**config.mk**
```make
export PLATFORM = sky130hd
export DESIGN_NAME = irq_aggregator
export DESIGN_NICKNAME = d
export VERILOG_FILES = /design/src/rtl/irq_agg_pkg.sv /design/src/rtl/irq_reg_decode.sv /design/src/rtl/irq_status_bank.sv /design/src/rtl/irq_soft_reset.sv /design/src/rtl/irq_aggregator.sv
export SDC_FILE = /design/constraint.sdc
export NUM_CORES = 1
export LEC_CHECK = 0
export BUFFER_PORTS_ARGS = -buffer_cell sky130_fd_sc_hd__buf_2
export CORE_UTILIZATION = 43
export DETAILED_ROUTE_END_ITERATION = 16
export PLACE_DENSITY = 0.9
export SYNTH_ARGS = -nofsm -noshare
export SYNTH_HDL_FRONTEND = slang
export SYNTH_SLANG_ARGS = --single-unit
```
**constraint.sdc**
```tcl
create_clock -name clk -period 2 [get_ports clk]
set_input_delay 0.1 -clock clk [delete_from_list [all_inputs] [get_ports clk]]
set_output_delay 0.1 -clock clk [all_outputs]
set_load 0.005 [all_outputs]
```
**src/rtl/irq_agg_pkg.sv**
```systemverilog
package irq_agg_pkg;
  localparam logic [7:0] OFS_GLOBAL_EN = 8'h1C;
  localparam logic [7:0] OFS_STATUS    = 8'h20;
  localparam logic [7:0] OFS_ENABLE    = 8'h28;
  localparam logic [7:0] OFS_RST_KEY   = 8'h40;
  localparam logic [31:0] SOFT_RST_KEY = 32'h0000_000A;

  // Meaning of each source position
  typedef enum logic [2:0] {
    SRC_ARB_LOST   = 3'd0,
    SRC_TX_ERR     = 3'd1,
    SRC_TX_EMPTY   = 3'd2,
    SRC_RX_LEVEL   = 3'd3,
    SRC_BUS_IDLE   = 3'd4,
    SRC_SLV_HIT    = 3'd5,
    SRC_SLV_MISS   = 3'd6,
    SRC_TX_HALF    = 3'd7
  } src_idx_e;

  typedef struct packed {
    logic gie;
    logic sts;
    logic ena;
    logic key;
  } reg_sel_t;
endpackage

```
**src/rtl/irq_reg_decode.sv**
```systemverilog
module irq_reg_decode
  import irq_agg_pkg::*;
#(
  parameter int ADDR_W = 8
) (
  input  logic [ADDR_W-1:0] addr_i,
  output reg_sel_t          sel_o
);
  always_comb begin
    sel_o.gie = (addr_i == ADDR_W'(OFS_GLOBAL_EN));
    sel_o.sts = (addr_i == ADDR_W'(OFS_STATUS));
    sel_o.ena = (addr_i == ADDR_W'(OFS_ENABLE));
    sel_o.key = (addr_i == ADDR_W'(OFS_RST_KEY));
  end

  // at most one register selected per address
  always_comb begin
    a_r2_sel_onehot: assert ($onehot0({sel_o.gie, sel_o.sts, sel_o.ena, sel_o.key}));
  end
endmodule

```
**src/rtl/irq_status_bank.sv**
```systemverilog
module irq_status_bank #(
  parameter int NUM_SRC = 8
) (
  input  logic               clk,
  input  logic               rst,
  input  logic               wipe_i,
  input  logic [NUM_SRC-1:0] evt_i,
  input  logic               clr_we_i,
  input  logic [NUM_SRC-1:0] clr_mask_i,
  output logic [NUM_SRC-1:0] status_o
);
  for (genvar k = 0; k < NUM_SRC; k++) begin : g_bit
    logic bit_q;
    logic clr_hit;
    assign clr_hit = clr_we_i & clr_mask_i[k];

    always_ff @(posedge clk) begin
      if (rst || wipe_i) bit_q <= 1'b0;
      else if (evt_i[k]) bit_q <= 1'b1;
      else if (clr_hit)  bit_q <= 1'b0;
    end
    assign status_o[k] = bit_q;

    a_r3_event_sets: assert property (@(posedge clk) disable iff (rst)
      (evt_i[k] && !wipe_i) |=> status_o[k]);
    a_r4_one_clears: assert property (@(posedge clk) disable iff (rst)
      (clr_hit && !evt_i[k] && !wipe_i) |=> !status_o[k]);
    a_r5_zero_keeps: assert property (@(posedge clk) disable iff (rst)
      (status_o[k] && !clr_hit && !wipe_i) |=> status_o[k]);
    a_r6_event_wins: assert property (@(posedge clk) disable iff (rst)
      (clr_hit && evt_i[k] && !wipe_i) |=> status_o[k]);
  end
endmodule

```
**src/rtl/irq_soft_reset.sv**
```systemverilog
module irq_soft_reset #(
  parameter int          DATA_W = 32,
  parameter logic [31:0] KEY    = 32'h0000_000A
) (
  input  logic              clk,
  input  logic              rst,
  input  logic              wr_i,
  input  logic              sel_i,
  input  logic [DATA_W-1:0] wdata_i,
  output logic              hit_o,
  output logic              pulse_o
);
  assign hit_o = wr_i & sel_i & (wdata_i == DATA_W'(KEY));

  always_ff @(posedge clk) begin
    if (rst) pulse_o <= 1'b0;
    else     pulse_o <= hit_o;
  end

  a_r9_key_pulses: assert property (@(posedge clk) disable iff (rst)
    hit_o |=> pulse_o);
  a_r10_other_quiet: assert property (@(posedge clk) disable iff (rst)
    !hit_o |=> !pulse_o);
endmodule

```
**src/rtl/irq_aggregator.sv**
```systemverilog
module irq_aggregator
  import irq_agg_pkg::*;
#(
  parameter int NUM_SRC = 8,
  parameter int ADDR_W  = 8,
  parameter int DATA_W  = 32
) (
  input  logic               clk,
  input  logic               rst,
  input  logic               reg_wr_i,
  input  logic               reg_rd_i,
  input  logic [ADDR_W-1:0]  reg_addr_i,
  input  logic [DATA_W-1:0]  reg_wdata_i,
  output logic [DATA_W-1:0]  reg_rdata_o,
  input  logic [NUM_SRC-1:0] evt_i,
  output logic               irq_o,
  output logic               periph_rst_o
);
  localparam int GIE_BIT = DATA_W - 1;

  reg_sel_t           sel;
  logic               wipe;
  logic [NUM_SRC-1:0] status;
  logic [NUM_SRC-1:0] enable_q;
  logic               gie_q;
  logic               irq_q;
  logic [DATA_W-1:0]  rdata_q;
  logic [NUM_SRC-1:0] pending;

  irq_reg_decode #(.ADDR_W(ADDR_W)) u_dec (
    .addr_i (reg_addr_i),
    .sel_o  (sel)
  );

  irq_soft_reset #(.DATA_W(DATA_W), .KEY(SOFT_RST_KEY)) u_srst (
    .clk     (clk),
    .rst     (rst),
    .wr_i    (reg_wr_i),
    .sel_i   (sel.key),
    .wdata_i (reg_wdata_i),
    .hit_o   (wipe),
    .pulse_o (periph_rst_o)
  );

  irq_status_bank #(.NUM_SRC(NUM_SRC)) u_sts (
    .clk        (clk),
    .rst        (rst),
    .wipe_i     (wipe),
    .evt_i      (evt_i),
    .clr_we_i   (reg_wr_i & sel.sts),
    .clr_mask_i (reg_wdata_i[NUM_SRC-1:0]),
    .status_o   (status)
  );

  always_ff @(posedge clk) begin
    if (rst || wipe) begin
      enable_q <= '0;
      gie_q    <= 1'b0;
    end else if (reg_wr_i) begin
      if (sel.ena) enable_q <= reg_wdata_i[NUM_SRC-1:0];
      if (sel.gie) gie_q    <= reg_wdata_i[GIE_BIT];
    end
  end

  assign pending = status & enable_q;

  always_ff @(posedge clk) begin
    if (rst) irq_q <= 1'b0;
    else     irq_q <= gie_q & (|pending);
  end
  assign irq_o = irq_q;

  always_ff @(posedge clk) begin
    if (rst) begin
      rdata_q <= '0;
    end else if (reg_rd_i) begin
      rdata_q <= '0;
      if (sel.gie) rdata_q[GIE_BIT]       <= gie_q;
      if (sel.sts) rdata_q[NUM_SRC-1:0]   <= status;
      if (sel.ena) rdata_q[NUM_SRC-1:0]   <= enable_q;
    end
  end
  assign reg_rdata_o = rdata_q;

  a_r7_empty_drops: assert property (@(posedge clk) disable iff (rst)
    (pending == '0) |=> !irq_o);
  a_r8_gate_off: assert property (@(posedge clk) disable iff (rst)
    !gie_q |=> !irq_o);
  a_r9_wipe_regs: assert property (@(posedge clk) disable iff (rst)
    wipe |=> (status == '0 && enable_q == '0 && !gie_q));
  a_r10_key_other: assert property (@(posedge clk) disable iff (rst)
    (reg_wr_i && sel.key && !wipe) |=> !periph_rst_o);
endmodule

```
==> out/results.tsv <==
stage	metric	value	unit
placement	hpwlAfterDp	2610	um
timing	setup_violations	0	
floorplan	initial_core_util	45.0	%
clock_tree	cts_buffers	3	
timing	fin_crit	1290	ps
critical_path	cpPeakStageDelay	440	ps
run_status	run_status	finished clean	
clock_tree	htreeDepth	1	
drt	wl	3340	um
timing	tns	0	ps
timing	final-max-slew-violation-count	0	
logic_synthesis	synthSimpleGateAreaFrac	27.1	%
critical_path	cp-end-kind	flop	
logic_synthesis	syn_area	1500	um^2
critical_path	startpoint_type	primary input	
timing	rsz0062_at_grt	no	
logic_synthesis	yosysSeqAreaShare	37.3	%
timing	holdWs	18.0	ps
clock_tree	cts_buffer_depth	2	
placement	io_buffers	62	
logic_synthesis	synth_warnings	0	
global_route	grt_overflow	0	
critical_path	crit_buf_inv	2	
job	max-cap-violations	0	
logic_synthesis	synth_adder_area_share	0	%
global_route	antenna_found_initial	0	
finish	syn_to_final_growth	21.4	%
floorplan	num_rows	21	
critical_path	critPathKind	in2reg	
critical_path	crit_path_cell_trace	buf_2 -> nor4b_1 -> nand4_1 -> nor4_4 -> buf_12 -> nor3_1	
clock_tree	clk_pin_slew	150	ps
floorplan	die_y	61.1	um
logic_synthesis	synth_top_family_by_area	simple AND/OR/NAND/NOR gates	
drt	vias_per_cell	5.19	
clock_tree	clock_sinks	28	
timing	finalCritPeriodShare	64.7	%
critical_path	cp_data_arrival_time	1510	ps
floorplan	coreArea	3340	um^2
drt	dr.pass1.iters	4	
drt	vias	1412	
logic_synthesis	synthXorXnorAreaFrac	0	%
global_route	track_usage	19.6	%
floorplan	die_width	61.1	um
logic_synthesis	muxShareOfSynthArea	6.00	%
logic_synthesis	synth_cells	166	
global_route	grt_pass1_wl	5390	um
finish	layout-drive-gt1-share	34.1	%
global_route	grt_pass1_vias	1278	
pwr	p_leak	0.000845	uW
drt	drc	0	
global_route	grt_max_degree	29	
clock_tree	cts_tree	yes	
logic_synthesis	synth_edf_count	0	
timing	fmax	773	MHz
clock_tree	root_buffer	clkbuf_4	
critical_path	slowest_stage	nor4_4	
logic_synthesis	ys_seq_elements	28	
drt	drt_iter0_markers	45	
timing	skew	6.25	ps
finish	num-nets-final	279	
drt	wl_per_cell	12.3	um
clock_tree	postCtsSetupRepairBufs	0	
critical_path	path_delay_family	simple AND/OR/NAND/NOR gates	
worst_hold_path	hp-class	in2reg	
finish	antenna_cells	0	
logic_synthesis	synthFlopType	dfxtp_1	
logic_synthesis	postSynthAreaPerCell	9.05	um^2
clock_tree	clk-insertion-delay-late	330	ps
pwr	ir_drop	0.000229	V
logic_synthesis	synth-compound-area-share	13.7	%
critical_path	cp_data_required_time	2210	ps
floorplan	ios	86	
logic_synthesis	synth-async-reset-ratio	0	%
placement	gp_congestion	0.824	
timing	worst-slew-pin-transition	506	ps
drt	postRouteAntennaNets	0	
timing	relSlewSlack	66.2	%
clock_tree	hold_buffers	0	
clock_tree	postCtsResizedCells	0	
floorplan	die_area	3740	um^2
timing	hold_viol_final	0	
logic_synthesis	ys_types	32	
critical_path	crit_path_max_fanout	14	
pwr	p_per_area	606	nW/um^2
-- cell type report --
| class | count | area, um^2 |
|---|---|---|
| Clock buffer | 3 | 22.5 |
| Clock inverter | 1 | 30.0 |
| Fill cell | 322 | 1510 |
| Inverter | 1 | 3.75 |
| Multi-Input combinational cell | 126 | 790 |
| Sequential cell | 28 | 561 |
| Tap cell | 46 | 57.6 |
| Timing Repair Buffer | 67 | 360 |
-- stage by stage --
stage	instance area (um^2)	util [%]	total power [uW]	worst slack, ps	instances
2_1_floorplan	1590	-	696	589	188
3_3_place_gp	1770	53.1	739	363	268
3_5_place_dp	1770	53.1	743	340	268
4_1_cts	1820	54.7	1110	714	272
5_1_grt	1820	54.7	1170	636	272
6_report	1820	54.7	1100	706	272
-- power breakdown --
part / switching, uW / internal, uW / total [uW]
Clock: 170 / 203 / 373
Combinational: 74.9 / 64.5 / 139
Sequential: 15.0 / 578 / 593
Total: 260 / 845 / 1100
-- per-layer routing --
layer	vias to the layer above	share of wire (%)	global-route usage, %
met4	0	1.1	10.7
met3	4	4.8	3.15
li1	706	-	-
met5	-	0	0
met2	61	50	33.9
met1	641	44	23.3
-- synth_stat cells (2+ instances only) --
master / n / area share, %
nand4_1: 14 / 5.8
a22oi_1: 10 / 5.0
nor2b_1: 2 / 0.83
and2_1: 2 / 0.83
a211oi_1: 8 / 4.0
clkbuf_1: 6 / 1.5
dfxtp_1: 28 / 37
nor2_1: 10 / 2.5
and3_1: 2 / 0.83
buf_4: 24 / 12
mux2i_1: 9 / 6.0
nor4_1: 7 / 2.9
a21oi_1: 9 / 3.0
nor3_1: 17 / 5.7
-- state kept, by name (all words and copies together) (netlist names) --
| signal | flops |
|---|---|
| enable_q | 8 |
| gie_q | 1 |
| irq_o | 1 |
| reg_rdata_o | 9 |
| u_srst.pulse_o | 1 |
| u_sts.g_bit.bit_q | 8 |
-- worst paths after layout --
kind | start | to | slack, ps | cells after the start
min reg2reg | gie_q$_SDFFE_PP0P_ | irq_o$_SDFF_PP0_ | 460 | 2
max reg2reg | u_sts.g_bit[7].bit_q$_SDFFE_PP0P_ | irq_o$_SDFF_PP0_ | 900 | 3
min | evt_i[2] | u_sts.g_bit[2].bit_q$_SDFFE_PP0P_ | 20 | 3
max | reg_wdata_i[7] | u_sts.g_bit[5].bit_q$_SDFFE_PP0P_ | 710 | 6
-- cell families (layout without fill, tap and decap cells) --
group                  count (synthesis)  in the layout
and+or+nand+nor                       64             64
AOI/OAI and AO/OA                     30             30
muxes                                  9              9
buffers and inverters                 34             72
DFF                                   28             28
other                                  1             23
-- placed cells by master (no fill, tap or decap) --
| cell type | n |
|---|---|
| nand2_2 | 1 |
| nand2b_1 | 1 |
| nand3_1 | 1 |
| nor2_1 | 10 |
| and3b_2 | 1 |
| nor4b_1 | 1 |
| nor4b_4 | 1 |
| nor3b_1 | 1 |
| mux2i_1 | 9 |
| a311oi_1 | 1 |
| a21oi_1 | 9 |
| and3_1 | 2 |
| a211oi_1 | 8 |
| buf_12 | 1 |
| a221oi_1 | 1 |
| conb_1 | 23 |
| a22o_1 | 1 |
| nor3_1 | 17 |
| nand4_1 | 14 |
| nor3_2 | 1 |
| and2_1 | 2 |
| clkbuf_4 | 3 |
| nor2b_1 | 2 |
| inv_1 | 1 |
| dfxtp_1 | 28 |
| a22oi_1 | 10 |
| nor4_4 | 1 |
| buf_2 | 62 |
| nor3_4 | 1 |
| bufinv_16 | 1 |
| buf_4 | 4 |
| nor4_1 | 7 |
-- worst min-delay path, stage by stage --
cell and delay, ps:
buf_2 80, a21oi_1 30, nor3_1 110
No activity file was read; power rests on OpenSTA's default activity.
